### src/rtl/qb_pkg.sv
// Shared phase encoding for the quiz buzzer controller.
package qb_pkg;
    typedef enum logic [2:0] {
        PH_IDLE  = 3'd0,
        PH_COUNT = 3'd1,
        PH_OPEN  = 3'd2,
        PH_WON   = 3'd3,
        PH_FOUL  = 3'd4
    } qb_phase_t;
endpackage

### src/rtl/qb_countdown.sv
// Countdown register. It reloads to START_VAL on load and steps down by one on dec.
// Assumes dec is never raised while the value is already zero.
module qb_countdown #(
    parameter int CW        = 4,
    parameter int START_VAL = 9
) (
    input  logic          clk,
    input  logic          rst_n,
    input  logic          load,
    input  logic          dec,
    output logic [CW-1:0] value,
    output logic          at_one
);
    logic [CW-1:0] val_q;

    // Purpose: hold, reload or decrement the displayed count.
    always_ff @(posedge clk) begin
        if (!rst_n || load) val_q <= CW'(START_VAL);
        else if (dec)       val_q <= val_q - 1'b1;
    end

    assign value  = val_q;
    assign at_one = (val_q == CW'(1));

    assert_count_range_R2: assert property (@(posedge clk) disable iff (!rst_n)
        val_q <= CW'(START_VAL));
    assert_count_step_R2: assert property (@(posedge clk) disable iff (!rst_n)
        (dec && !load && val_q != '0) |=> val_q == CW'($past(val_q) - 1'b1));
endmodule

### src/rtl/qb_arbiter.sv
// Fixed-priority picker over active-low keys. The lowest index wins.
// Purely combinational. Keys are assumed clean and synchronous.
module qb_arbiter #(
    parameter int N  = 4,
    localparam int IW = (N > 1) ? $clog2(N) : 1
) (
    input  logic [N-1:0]  key_n,
    output logic          any,
    output logic [N-1:0]  grant,
    output logic [IW-1:0] idx
);
    logic [N-1:0] req;
    logic [N:0]   lower_seen;

    assign req           = ~key_n;
    assign lower_seen[0] = 1'b0;

    genvar g;
    generate
        for (g = 0; g < N; g++) begin : g_pri
            assign grant[g]        = req[g] & ~lower_seen[g];
            assign lower_seen[g+1] = lower_seen[g] | req[g];
        end
    endgenerate

    assign any = lower_seen[N];

    // Purpose: encode the one-hot grant as a binary index.
    always_comb begin
        idx = '0;
        for (int i = 0; i < N; i++)
            if (grant[i]) idx = IW'(i);
    end

    always_comb begin
        assert_grant_onehot_R5: assert ($onehot0(grant));
    end
endmodule

### src/rtl/qb_indicator.sv
// Drives the active-low lamps and buzzer from the phase and the latched contestant.
// In a win the lamp and buzzer are steady. In a foul they toggle on each 2 Hz tick.
module qb_indicator
    import qb_pkg::*;
#(
    parameter int N  = 4,
    localparam int IW = (N > 1) ? $clog2(N) : 1
) (
    input  logic          clk,
    input  logic          rst_n,
    input  qb_phase_t     phase,
    input  logic [IW-1:0] sel,
    input  logic          tick_2hz,
    output logic [N-1:0]  led_n,
    output logic          buzz_n
);
    logic blink_q;
    logic active;

    // Purpose: blink phase, 1 (on) on foul entry, toggled by 2 Hz ticks in foul.
    always_ff @(posedge clk) begin
        if (!rst_n || phase != PH_FOUL) blink_q <= 1'b1;
        else if (tick_2hz)              blink_q <= ~blink_q;
    end

    // Purpose: decide whether the indication is currently on.
    always_comb begin
        active = (phase == PH_WON) || (phase == PH_FOUL && blink_q);
    end

    genvar g;
    generate
        for (g = 0; g < N; g++) begin : g_led
            assign led_n[g] = ~(active && sel == IW'(g));
        end
    endgenerate

    assign buzz_n = ~active;

    assert_one_lamp_R4: assert property (@(posedge clk) disable iff (!rst_n)
        $onehot0(~led_n));
    assert_won_buzz_R4: assert property (@(posedge clk) disable iff (!rst_n)
        phase == PH_WON |-> !buzz_n);
    assert_foul_toggle_R7: assert property (@(posedge clk) disable iff (!rst_n)
        (phase == PH_FOUL && tick_2hz) |=> (phase != PH_FOUL || buzz_n != $past(buzz_n)));
endmodule

### src/rtl/quiz_buzzer_ctrl.sv
// Four-contestant quiz buzzer controller: host start, 9-to-0 countdown, answer window,
// winner lockout and early-press foul. Assumes clean synchronous inputs and
// single-cycle 1 Hz / 2 Hz enable ticks.
module quiz_buzzer_ctrl
    import qb_pkg::*;
#(
    parameter int N         = 4,
    parameter int CW        = 4,
    parameter int START_VAL = 9,
    localparam int IW = (N > 1) ? $clog2(N) : 1
) (
    input  logic          clk,
    input  logic          rst_n,
    input  logic          start_n,
    input  logic [N-1:0]  key_n,
    input  logic          tick_1hz,
    input  logic          tick_2hz,
    output logic [N-1:0]  led_n,
    output logic          buzz_n,
    output logic [CW-1:0] count
);
    qb_phase_t     phase_q, phase_d;
    logic [IW-1:0] sel_q;
    logic          key_any;
    logic [N-1:0]  key_grant;
    logic [IW-1:0] key_idx;
    logic          cd_one;
    logic          cd_load;
    logic          cd_dec;

    qb_arbiter #(.N(N)) u_arb (
        .key_n (key_n),
        .any   (key_any),
        .grant (key_grant),
        .idx   (key_idx)
    );

    qb_countdown #(.CW(CW), .START_VAL(START_VAL)) u_cd (
        .clk    (clk),
        .rst_n  (rst_n),
        .load   (cd_load),
        .dec    (cd_dec),
        .value  (count),
        .at_one (cd_one)
    );

    qb_indicator #(.N(N)) u_ind (
        .clk      (clk),
        .rst_n    (rst_n),
        .phase    (phase_q),
        .sel      (sel_q),
        .tick_2hz (tick_2hz),
        .led_n    (led_n),
        .buzz_n   (buzz_n)
    );

    // Purpose: next-phase decision for one round.
    always_comb begin
        phase_d = phase_q;
        unique case (phase_q)
            PH_IDLE:  if (!start_n) phase_d = PH_COUNT;
            PH_COUNT: if (key_any) phase_d = PH_FOUL;
                      else if (tick_1hz && cd_one) phase_d = PH_OPEN;
            PH_OPEN:  if (key_any) phase_d = PH_WON;
            default:  phase_d = phase_q;
        endcase
    end

    // Purpose: countdown controls derived from the phase.
    always_comb begin
        cd_load = (phase_q == PH_IDLE);
        cd_dec  = (phase_q == PH_COUNT) && tick_1hz && !key_any;
    end

    // Purpose: register the phase.
    always_ff @(posedge clk) begin
        if (!rst_n) phase_q <= PH_IDLE;
        else        phase_q <= phase_d;
    end

    // Purpose: latch the winner or offender on entry to a terminal phase.
    always_ff @(posedge clk) begin
        if (!rst_n) sel_q <= '0;
        else if ((phase_q == PH_COUNT || phase_q == PH_OPEN) && key_any)
            sel_q <= key_idx;
    end

    assert_open_zero_R3: assert property (@(posedge clk) disable iff (!rst_n)
        phase_q == PH_OPEN |-> count == '0);
    assert_idle_dark_R1: assert property (@(posedge clk) disable iff (!rst_n)
        phase_q == PH_IDLE |-> (led_n == '1 && buzz_n && count == CW'(START_VAL)));
    assert_winner_hold_R6: assert property (@(posedge clk) disable iff (!rst_n)
        phase_q == PH_WON |=> ($stable(sel_q) && $stable(count) && phase_q == PH_WON));
    assert_offender_hold_R8: assert property (@(posedge clk) disable iff (!rst_n)
        phase_q == PH_FOUL |=> ($stable(sel_q) && $stable(count) && phase_q == PH_FOUL));
endmodule

### config.mk
export PLATFORM = sky130hd
export DESIGN_NAME = quiz_buzzer_ctrl
export DESIGN_NICKNAME = d
export VERILOG_FILES = /design/src/rtl/qb_pkg.sv /design/src/rtl/qb_countdown.sv /design/src/rtl/qb_arbiter.sv /design/src/rtl/qb_indicator.sv /design/src/rtl/quiz_buzzer_ctrl.sv
export SDC_FILE = /design/constraint.sdc
export NUM_CORES = 1
export LEC_CHECK = 0
export ABC_AREA = 1
export BUFFER_PORTS_ARGS = -buffer_cell sky130_fd_sc_hd__buf_4
export CORE_MARGIN = 4
export CORE_UTILIZATION = 30
export CTS_CLUSTER_SIZE = 40
export DETAILED_ROUTE_END_ITERATION = 10
export SLEW_MARGIN = 30
export SYNTH_ARGS = -nofsm -noshare
export SYNTH_HDL_FRONTEND = slang
export SYNTH_SLANG_ARGS = --single-unit
### constraint.sdc
create_clock -name clk -period 1.5 [get_ports clk]
set_input_delay 0.15 -clock clk [delete_from_list [all_inputs] [get_ports clk]]
set_output_delay 0.15 -clock clk [all_outputs]
set_load 0.02 [all_outputs]
After elaboration in Yosys (flattened, before gate mapping)
Cells that the tools add are included.
{"block": "word_totals", "in_bits": 9, "regBits": 10, "elab_cells": 60}
{"block": "op_classes", "bitwise_logic": 16, "eq_ne": 12, "n_addsub": 1, "reduce_logical": 19, "mux": 8}
{"operator": "3-bit 2-to-1 mux", "count": 4}
{"operator": "1-bit logical AND", "count": 9}
{"operator": "1-bit inverter", "count": 9}
{"operator": "3-bit case mux with 3 select lines", "count": 1}
{"operator": "3-bit by 2-bit == test with 1-bit output (second input constant)", "count": 2}
{"operator": "3-bit inequality test (second input constant)", "count": 2}
{"operator": "2-bit == test (second input constant)", "count": 2}
{"operator": "4-bit by 1-bit == test with 1-bit output (second input constant)", "count": 1}
{"operator": "1-bit logical OR", "count": 4}
{"operator": "2-bit 2-to-1 mux", "count": 2}
{"operator": "2-bit inequality test (second input constant)", "count": 2}
{"operator": "4-bit inverter", "count": 1}
{"operator": "4-bit AND reduction", "count": 1}
{"operator": "4-bit by 1-bit subtractor with 4-bit output (second input constant)", "count": 1}
{"operator": "1-bit AND", "count": 3}
{"operator": "3-bit by 1-bit == test with 1-bit output (second input constant)", "count": 1}
{"operator": "3-bit == test (second input constant)", "count": 1}
{"operator": "3-bit zero test", "count": 1}
{"operator": "1-bit bitwise OR", "count": 3}
{"operator": "3-bit nonzero test", "count": 1}
{"operator": "2-bit by 1-bit == test with 1-bit output (second input constant)", "count": 1}
{"operator": "1-bit zero test", "count": 2}
{"operator": "2-bit zero test", "count": 1}
{"operator": "1-bit 2-to-1 mux", "count": 1}

Longest topological paths before layout
Gate-level depths: netlist of the first run.
{"block": "logic_depth", "ltp_word": 6, "depth_mapped": 10, "ltp_nobuf": 10}

Hierarchy
From an unflattened synthesis of the first run, not the netlist that was laid out.
{"block": "hier_totals", "hier_cells": 114, "hier_area_um2": 670.6}
{"module": "quiz_buzzer_ctrl", "seq_area_each_um2": 100.1, "instances": 1, "area_per_inst_um2": 294.0, "cells_each": 48}
{"module": "qb_countdown", "seq_area_each_um2": 80.1, "instances": 1, "area_per_inst_um2": 203.9, "cells_each": 29}
{"module": "qb_indicator", "seq_area_each_um2": 20.0, "instances": 1, "area_per_inst_um2": 117.6, "cells_each": 25}
{"module": "qb_arbiter", "seq_area_each_um2": 0.0, "instances": 1, "area_per_inst_um2": 55.1, "cells_each": 12}

Worst setup path after synthesis of the first run
Ideal clock, no wire load.
{"block": "synth_timing", "path_type": "flip-flop to flip-flop", "start": "register u_cd.val_q[1], in the netlist u_cd.value[1]", "end": "register phase_q[1]", "t_required_ps": 1387, "arrival_ps": 1138, "stages_incl_launch_ff": 11, "path_slack_ps": 249, "n_path_buf": 0, "cell_sequence": "dfxtp_1 > inv_1 > ha_1 > nand2_1 > inv_1 > nand2_1 > nand3_1 > nand2_1 > nor2_1 > nor2_1 > nor2_1"}
{"block": "synth_between", "elab_chain_len": 4}
{"item": "start: declaration", "line_no": "qb_countdown.sv:14", "source": "logic [CW-1:0] val_q;"}
{"item": "start signal: assignment", "line_no": "qb_countdown.sv:18", "source": "if (!rst_n || load) val_q <= CW'(START_VAL);"}
{"item": "start signal: assignment", "line_no": "qb_countdown.sv:19", "source": "else if (dec) val_q <= val_q - 1'b1;"}
{"item": "4-bit by 1-bit == test with 1-bit output", "line_no": "qb_countdown.sv:23", "source": "assign at_one = (val_q == CW'(1));"}
{"item": "1-bit logical AND", "line_no": "quiz_buzzer_ctrl.sv:63", "source": "else if (tick_1hz && cd_one) phase_d = PH_OPEN;"}
{"item": "3-bit inequality test (no source line)"}
{"item": "4-bit AND reduction (no source line)"}
{"item": "end signal: assignment", "line_no": "quiz_buzzer_ctrl.sv:78", "source": "else phase_q <= phase_d;"}
{"item": "end: declaration", "line_no": "quiz_buzzer_ctrl.sv:22", "source": "qb_phase_t phase_q, phase_d;"}
No other way between the ends.
A chain may end at the register's enable or synchronous reset.

Worst setup path in the final report of the first run
{"block": "layout_timing", "start": "register phase_q[0]", "end": "output port led_n[3]"}
{"block": "layout_between", "elab_chain_len": 5, "elab_cells_between_ends": 6}
{"item": "3-bit == test", "line_no": "qb_indicator.sv:28", "source": "active = (phase == PH_WON) || (phase == PH_FOUL && blink_q);"}
{"item": "1-bit logical AND", "line_no": "qb_indicator.sv:28"}
{"item": "1-bit logical OR *", "line_no": "qb_indicator.sv:28"}
{"item": "1-bit logical AND *", "line_no": "qb_indicator.sv:34", "source": "assign led_n[g] = ~(active && sel == IW'(g));"}
{"item": "1-bit inverter *", "line_no": "qb_indicator.sv:34"}
{"item": "end: declaration", "line_no": "quiz_buzzer_ctrl.sv:18", "source": "output logic [N-1:0] led_n,"}
Every way passes the cells marked *; elsewhere a longest branch is shown, timed or not.

==> impl_metrics.tcl, run 1 <==
set metrics [dict create \
    viasPerCell 4.420 \
    synthAdderAreaFrac_pct 4.049 \
    synth_seq_cells 10 \
    switching_share_pct 42.16 \
    status "finished, final reports clean" \
    yosysMostFrequentCell "nand2_1" \
    combPwrFrac_pct 44.8 \
    routed_wirelength_mm 1.345 \
    worst_setup_path_start_kind "flip-flop" \
    path_class "reg2out" \
    synth_xor_xnor_area_share_pct 2.834 \
    cts.sinks 10 \
    path_max_fanout 5 \
    fmax_ghz 0.7047 \
    ys.flop_type "dfxtp_1" \
    floorplan.die_area_um2 2850 \
    synth_edf_count 0 \
    drc 0 \
    power.share.clock_pct 21.2 \
    seq_power_share_pct 34.0 \
    leakage_nw 0.4131 \
    gp_congestion 0.8586 \
    synth_top_area_cell "dfxtp_1" \
    drtIter0Drc 8 \
    yosysSeqAreaShare_pct 32.39 \
    dr.pass1.iters 4 \
    hold_depth 2 \
    worst_skew_pair.late_latency_ns 0.27 \
    htreeDepth 1 \
    synthTopCellsByCount "nand2_1 (24), inv_1 (16), dfxtp_1 (10), nand3_1 (10), nor2_1 (8)" \
    tightest_slew_ns 0.3279 \
    synth-simple-area-share_pct 39.07 \
    vias 632 \
    clock_skew_ns 0.001303 \
    whs_ns 0.09470 \
    fin_util_pct 44.01 \
    setup_viol 0 \
    cts_tree "yes" \
    met2_usage_pct 16.94 \
    initial_core_util_pct 31.51 \
    internal_power_w 0.0006849 \
    synth_top_family_by_area "simple AND/OR/NAND/NOR gates" \
    r2r_start "u_cd.value[1]$_SDFFE_PP0P_" \
    synth_compound_area_share_pct 11.34 \
    async_reset_ff_share_pct 0 \
    cts-root-buf "clkbuf_4" \
    antenna_left 0 \
    io_pins 18 \
    antenna_found_initial 0 \
    slew_headroom_pct 78.14 \
    num-nets-final 128 \
    die_y_um 53.39 \
    yosys_warnings 0 \
    path_clk_slew_ns 0.07 \
    clockBufferDepth 2 \
    hpwl_mm 1.037 \
    grt_pass1_wl_mm 2.325 \
    ys_top_cells_by_area "dfxtp_1 (32%), nand2_1 (15%), inv_1 (9.7%)" \
    muxShareOfSynthArea_pct 0 \
    netlist_area_um2 618.1 \
    cp.required_ns 1.35 \
    placed_area_um2 779.5 \
    yosysTopAreaCellShare_pct 32.39 \
    switchingPower_w 0.0004993 \
    grt_pass1_vias 560 \
    fin_area_um2 863.3 \
    finalCritPeriodShare_pct 94.60 \
    final_hold_viol_count 0 \
    cts_hold_buf 0 \
    drive_gt1_share_pct 32.76 \
    p_per_area_nw_per_um2 1372 \
    die_w_um 53.39 \
    min_from "tick_2hz" \
    post-route-min-period_ns 1.419 \
    port_buffers 17 \
    r2r_cells 10 \
    crit_start "phase_q[0]$_SDFFE_PN0P_" \
    syn_inst 94 \
    grt_most_used_layer "met2" \
    syn2layout_area_growth_pct 39.68 \
    antenna_cells 0 \
    synth_cell_types 19 \
    end_kind "primary output" \
    drv_slew 0 \
    total_power_w 0.001184 \
    overflow 0 \
    cap_violations 0 \
    nFillCells 225 \
    grt_usage_pct 11.34 \
    critPathArrivalTime_ns 1.27 \
    met1_usage_pct 14.05 \
    num_rows 16 \
    ir_drop_uv 496.8 \
    timing.rr.end "phase_q[1]$_SDFFE_PN0P_" \
    crit_end "led_n[3]" \
    numCtsBuffers 3 \
    wl_per_cell_um 9.406 \
    core_um2 1962 \
    syn-num-nets 105 \
    hp-class "in2reg" \
    rrSetupSlack_ns 0.30 \
    use_met3_pct 4.507 \
    avgSynthCellArea_um2 6.575 \
    grt_max_degree 7 \
]
-- final cells by class --
type | instances | area, um^2 | share of cell area, %
Timing Repair Buffer | 18 | 135.1 | 15.65
Clock buffer | 4 | 36.28 | 4.203
Inverter | 17 | 63.81 | 7.391
Multi-Input combinational cell | 67 | 390.4 | 45.22
Sequential cell | 10 | 203.9 | 23.62
Tap cell | 27 | 33.78 | 3.913
-- registers in the layout, summed over array words and instances, names as in the netlist --
register,cells
u_cd.value,4
phase_q,3
sel_q,2
u_ind.blink_q,1
-- power by group through the flow --
stage | clock network, W | registers [W] | logic, W
global placement | 0 | 0.000391 | 0.000460
global route | 0.000269 | 0.000417 | 0.000612
finish | 0.000250 | 0.000403 | 0.000531
floorplan | 0 | 0.000382 | 0.000343
detailed placement | 0 | 0.000391 | 0.000460
CTS | 0.000259 | 0.000387 | 0.000473
-- cell families (layout without fill, tap and decap cells) --
group / Yosys count / after routing
flops: 10 / 10
xor+xnor: 2 / 2
fa+ha+maj: 2 / 2
compound gates: 13 / 13
buf+inv: 17 / 39
simple gates: 50 / 50
-- critical path, stage by stage (launching register included) --
cell	delay, ns
dfxtp_2	0.34
inv_2	0.09
nand3_2	0.11
o22ai_4	0.19
nand3_1	0.10
buf_4	0.17
-- worst min path at each step --
stage	to	slack, ns
final	u_ind.blink_q$_SDFFE_PP1P_	0.09
after global routing	u_ind.blink_q$_SDFFE_PP1P_	0.10
after CTS	u_ind.blink_q$_SDFFE_PP1P_	0.08
after detailed placement	u_ind.blink_q$_SDFFE_PP1P_	0.37
after global placement	u_ind.blink_q$_SDFFE_PP1P_	0.37
after floorplan	phase_q[1]$_SDFFE_PN0P_	0.27
-- timing repair --
item                                    in CTS  in global routing
pin swaps                                    1                  1
endpoints found under the hold margin        0                  0
endpoints found under the setup margin       5                  5
buffers inserted                             0                  1
gates resized for setup                      2                 10
-- metrics by stage --
step	TNS, ns	setup WS, ns	cells
2_1_floorplan	0	0.2494	94
3_3_place_gp	0	0.2466	138
3_5_place_dp	0	0.1919	138
4_1_cts	0	0.009745	142
5_1_grt	-0.01431	-0.01431	143
6_report	0	0.08102	143
-- metal layers --
metal | vias to the layer above | wire (um) | share of wire (%)
met5 | - | 0 | 0
met4 | 0 | 11 | 0.82
li1 | 342 | - | -
met1 | 267 | 572 | 43
met3 | 2 | 118 | 8.8
met2 | 21 | 642 | 48
-- placed cells by master (no fill, tap or decap), drive strengths merged --
cell type,count
nand2,25
buf,18
inv,17
nand3,11
nor2,10
dfxtp,10
a21oi,7
o21ai,4
clkbuf,4
xor2,2
ha,2
o22ai,1
nor3,1
nand3b,1
nand4,1
or2,1
a211o,1
No activity file was read; power rests on OpenSTA's default activity.
==> run 2, diff against run 1 <==
- ABC_AREA: 1 -> unset
- CORE_AREA: unset -> 4 4 41 43
- CORE_MARGIN: 4 -> unset
- CORE_UTILIZATION: 30 -> unset
- DIE_AREA: unset -> 0 0 45 47
- PLACE_DENSITY: unset -> 0.72
==> run 2 against run 1 <==
- the run now ends with negative setup slack left
- synthesized cell count shrank 28%
- via count shrank 1.7%
- design area grew 8.4%
- core utilization grew 28 points
- first-iteration DRC count shrank 25%
- die area shrank 26%
- clock-buffer cell count is the same
- worst setup slack lost 0.24 ns
- routed wire length grew 14%
- non-clock buffer count grew 14
==> impl_metrics.tcl, run 2 <==
set metrics [dict create \
    status "complete, but fails checks" \
    violations "negative setup slack" \
    cts_tree "yes" \
    synth_edf_count 0 \
    drv_slew 0 \
    power.share.clock_pct 33.0 \
    synthTopCellsByCount "dfxtp_1 (10), inv_1 (7), nand3_1 (5)" \
    overflow 0 \
    slew_headroom_pct 77.08 \
    dr.pass1.iters 4 \
    ys.flop_type "dfxtp_1" \
    path_clk_slew_ns 0.06 \
    largest_reg_flops 4 \
    path_cells "and2b_1 -> a22o_2 -> inv_2 -> or3_4 -> buf_6" \
    cts-root-buf "clkbuf_4" \
    ir_drop_uv 634.9 \
    synth_cell_types 34 \
    die_y_um 47 \
    finalCritPeriodShare_pct 110.4 \
    fmax_ghz 0.6038 \
    final_common_cell "buf_4" \
    layout_common_cells "buf_4 (28), dfxtp_1 (8), inv_1 (7)" \
    num_rows 13 \
    cp_slowest_cell "dfxtp_2" \
    yosysSeqAreaShare_pct 32.85 \
    wl_per_cell_um 13.13 \
    worst_skew_pair.late_latency_ns 0.27 \
    finalSetupTns_ns -0.5094 \
    num-nets-final 114 \
    nFillCells 104 \
    ys_top_cells_by_area "dfxtp_1 (33%), nand4bb_4 (4.5%), inv_1 (4.3%)" \
    antenna_cells 0 \
    path_max_fanout 4 \
    htreeDepth 1 \
    drive_gt1_share_pct 47.06 \
    yosysMostFrequentCell "dfxtp_1" \
    p_per_area_nw_per_um2 784.5 \
    cts_hold_buf 0 \
    place_inst 104 \
    vias 621 \
    yosysTopAreaCellShare_pct 32.85 \
    cts.sinks 10 \
    setup_viol 4 \
    hpwl_mm 1.073 \
    grt_usage_pct 14.99 \
    grt_pass1_vias 524 \
    multi_input_area_um2 390.4 \
    numCtsBuffers 3 \
    critPathArrivalTime_ns 1.51 \
    end_kind "primary output" \
    worst_setup_path_start_kind "flip-flop" \
    die_w_um 45 \
    cap_violations 0 \
    seq_area_um2 205.2 \
    final_hold_viol_count 0 \
    grt_max_degree 11 \
    combPwrFrac_pct 26.6 \
    antenna_left 0 \
    viasPerCell 5.308 \
    syn_inst 68 \
    routed_wirelength_mm 1.536 \
    antenna_found_initial 0 \
    fin_area_um2 935.9 \
    gp_congestion 0.8565 \
    drc 0 \
    post-route-min-period_ns 1.656 \
    path_buf_inv 2 \
    cp_top_family "simple AND/OR/NAND/NOR gates" \
    floorplan.die_area_um2 2115 \
    syn2layout_area_growth_pct 53.59 \
    grt_setup_unrepaired "true" \
    netlist_area_um2 609.3 \
    clock_skew_ns 0.003101 \
    async_reset_ff_share_pct 0 \
    leakage_nw 0.3989 \
    seq_power_share_pct 40.4 \
    path_class "reg2out" \
    fin_ws_ns -0.1562 \
    switchingPower_w 0.0001928 \
    synth_seq_cells 10 \
    synth_top_area_cell "dfxtp_1" \
    slowest_delay_ns 0.34 \
    initial_core_util_pct 46.83 \
    clockBufferDepth 2 \
    avgSynthCellArea_um2 8.961 \
    grt_pass1_wl_mm 2.249 \
    hp-class "in2reg" \
    syn-num-nets 79 \
    whs_ns 0.07356 \
    io_pins 18 \
    drtIter0Drc 6 \
    switching_share_pct 26.25 \
    internal_power_w 0.0005415 \
    placed_area_um2 784.5 \
    port_buffers 17 \
    cp.required_ns 1.35 \
    final_cells 117 \
    core_um2 1301 \
    yosys_warnings 0 \
    tightest_slew_ns 0.3389 \
]
==> run 2: changes by cell type in the layout (fill, tap and decap cells not counted), moves of 4 or more <==
cell	delta
nand2_1	-20
buf_4	+10
inv_1	-7
a21oi_1	-6
nor2_1	-6
buf_6	+4
==> run 2: kinds of logic (layout without fill, tap and decap cells) <==
kind of cell	Yosys count	count (layout)	share of synthesized area, %
AO/OA/AOI/OAI	17	17	19.51
XOR/XNOR	2	2	2.875
adder cells (fa/ha/maj)	2	2	4.106
buffers and inverters	10	44	7.597
flip-flops	10	10	32.85
AND/OR/NAND/NOR	27	27	33.06
==> run 2: worst reg2reg max path, stage by stage, from the launching register on <==
cell and delay (ns):
dfxtp_2 0.34, nor3b_4 0.15, buf_4 0.13, buf_4 0.12
buf_4 0.12, buf_4 0.12, buf_4 0.12, buf_4 0.12
buf_4 0.12, nand3_1 0.06
==> run 2: power groups by stage <==
stage / Sequential (W) / Combinational, W / Clock, W
2_1_floorplan: 0.000292 / 0.0000823 / 0
3_3_place_gp: 0.000296 / 0.000144 / 0
3_5_place_dp: 0.000297 / 0.000147 / 0
4_1_cts: 0.000294 / 0.000177 / 0.000248
5_1_grt: 0.000298 / 0.000213 / 0.000260
6_report: 0.000296 / 0.000196 / 0.000242
==> run 2: final timing paths <==
path,start,to,slack [ns],cells after the start
setup / recovery,phase_q[2]$_SDFFE_PN0P_,led_n[0],-0.16,5
hold / removal,rst_n,u_ind.blink_q$_SDFFE_PP1P_,0.07,2
setup reg to reg,phase_q[2]$_SDFFE_PN0P_,u_ind.blink_q$_SDFFE_PP1P_,0.04,9
hold reg to reg,u_cd.value[1]$_SDFFE_PP0P_,u_cd.value[1]$_SDFFE_PP0P_,0.51,2
==> run 2: layout make-up <==
class                      instances  share of cell area [%]
clock buffer                       4                   3.877
inverter                           8                   3.209
multi-input combinational         48                   41.71
sequential                        10                   21.93
tap                               15                   2.005
timing repair buffer              32                   27.27
==> run 2: metrics by stage <==
step / utilization [%] / total power (W) / worst slack [ns]
floorplan: - / 0.0003747 / 0.01524
global placement: 60.29 / 0.0004396 / 0.07138
detailed placement: 60.29 / 0.0004444 / 0.05011
CTS: 68.65 / 0.0007188 / -0.1429
global route: 71.92 / 0.0007709 / -0.2278
finish: 71.92 / 0.0007342 / -0.1562
==> run 2: per-layer routing <==
layer	GRT usage, %	part of all wire, %
met5	0	0
met1	17.01	42
met3	6.130	5.5
met2	25.42	51
met4	5.263	1.1
==> run 2: timing repair <==
action	4_1_cts	5_1_grt
pin swaps	0	1
setup endpoints to repair	4	6
resized for setup	6	6
endpoints found under the hold margin	0	0
buffers inserted	7	2
==> run 3, diff against run 2 <==
- HOLD_SLACK_MARGIN: unset -> 0.15
==> run 3 against run 2 <==
- the run still ends with negative setup slack left
- largest power group unchanged
- hold slack improved by 0.10 ns
- clock skew barely moved
- total power grew 0.61%
- combinational power is 2% higher
- clock-buffer cell count unchanged
- register-to-register slack barely moved
- die area unchanged
==> impl_metrics.tcl, run 3 (synthesized netlist as in run 2, its figures left out) <==
set metrics [dict create \
    status "complete, but fails checks" \
    syn2layout_area_growth_pct 56.88 \
    antenna_found_initial 0 \
    grt_max_degree 11 \
    p_per_area_nw_per_um2 772.8 \
    finalCritPeriodShare_pct 110.5 \
    r2r_cells 9 \
    path_max_fanout 4 \
    path_clk_slew_ns 0.06 \
    vias 628 \
    grt_pass1_vias 546 \
    drv_slew 0 \
    worst_setup_path_start_kind "flip-flop" \
    cp.required_ns 1.35 \
    wl_per_cell_um 13.13 \
    grt_pass1_wl_mm 2.332 \
    num_rows 13 \
    initial_core_util_pct 46.83 \
    hp-class "in2reg" \
    leakage_nw 0.4073 \
    whs_ns 0.1754 \
    die_y_um 47 \
    fin_util_pct 73.46 \
    grt_setup_unrepaired "true" \
    layout_common_cells "buf_4 (28), dfxtp_1 (8), inv_1 (7)" \
    slew_headroom_pct 77.08 \
    fin_ws_ns -0.1570 \
    viasPerCell 5.277 \
    nFillCells 102 \
    port_buffers 17 \
    final_common_cell "buf_4" \
    antenna_cells 0 \
    timing.rr.end "u_ind.blink_q$_SDFFE_PP1P_" \
    rrSetupSlack_ns 0.04 \
    min_from "key_n[0]" \
    critPathArrivalTime_ns 1.51 \
    grt_usage_pct 15.46 \
    clock_skew_ns 0.003494 \
    overflow 0 \
    clockBufferDepth 2 \
    num-nets-final 116 \
    final_hold_viol_count 0 \
    hold_depth 3 \
    largest_reg_flops 4 \
    total_power_w 0.0007387 \
    fmax_ghz 0.6035 \
    multi_input_area_um2 390.4 \
    post-route-min-period_ns 1.657 \
    path_class "reg2out" \
    io_pins 18 \
    cts_tree "yes" \
    dr.pass1.iters 4 \
    violations "negative setup slack" \
    drive_gt1_share_pct 46.15 \
    drtIter0Drc 7 \
    die_w_um 45 \
    hpwl_mm 1.073 \
    cts.sinks 10 \
    r2r_start "phase_q[2]$_SDFFE_PN0P_" \
    floorplan.die_area_um2 2115 \
    cts-root-buf "clkbuf_4" \
    htreeDepth 1 \
    seq_area_um2 205.2 \
    core_um2 1301 \
    routed_wirelength_mm 1.563 \
    cap_violations 0 \
    antenna_left 0 \
    end_kind "primary output" \
    gp_congestion 0.8565 \
    hold_path_end "sel_q[1]$_SDFFE_PN0P_" \
    numCtsBuffers 3 \
    worst_skew_pair.late_latency_ns 0.27 \
    setup_viol 4 \
    ir_drop_uv 636.9 \
    tightest_slew_ns 0.3389 \
    drc 0 \
]
==> run 3: worst max path at each step <==
stage	start	to	slack, ns
floorplan	phase_q[0]$_SDFFE_PN0P_	led_n[0]	0.02
global placement	phase_q[2]$_SDFFE_PN0P_	led_n[0]	0.07
detailed placement	phase_q[2]$_SDFFE_PN0P_	led_n[0]	0.05
CTS	phase_q[2]$_SDFFE_PN0P_	led_n[0]	-0.14
global route	phase_q[2]$_SDFFE_PN0P_	led_n[0]	-0.23
finish	phase_q[2]$_SDFFE_PN0P_	led_n[0]	-0.16
==> run 3: stage by stage <==
stage	instance area (um^2)	std cells	setup WS, ns	setup TNS (ns)
3_3_place_gp	784.5	104	0.07138	0
2_1_floorplan	609.3	68	0.01524	0
5_1_grt	955.9	119	-0.2278	-0.7349
6_report	955.9	119	-0.1570	-0.5136
3_5_place_dp	784.5	104	0.05011	0
4_1_cts	913.4	117	-0.1429	-0.4259
==> run 3: critical path, stage by stage, from the launching register on <==
cell	delay, ns
dfxtp_2	0.34
and2b_1	0.23
a22o_2	0.18
inv_2	0.04
or3_4	0.32
buf_6	0.14
==> run 3: per-layer routing <==
metal	GRT usage [%]	routed length [um]
met1	17.47	654
met2	26.55	808
met3	6.130	83
met4	5.263	17
met5	0	0
==> run 3: timing repair <==
| action | CTS | global route |
|---|---|---|
| hold buffers | 2 | 0 |
| buffers inserted | 7 | 2 |
| setup endpoints to repair | 4 | 6 |
| pin swaps | 0 | 1 |
| hold endpoints to repair | 2 | 0 |
| gates resized for setup | 6 | 6 |
==> run 3: report_power, final <==
group / internal, W / switching, W
Sequential: 0.000279 / 0.0000174
Combinational: 0.000118 / 0.0000816
Clock: 0.000148 / 0.0000949
==> run 3: area by class of cell <==
class,count,area share (%)
multi-input cells,48,40.84
flip-flops and latches,10,21.47
inverters,8,3.141
well taps,15,1.963
repair buffers,34,28.80
clock buffers,4,3.796
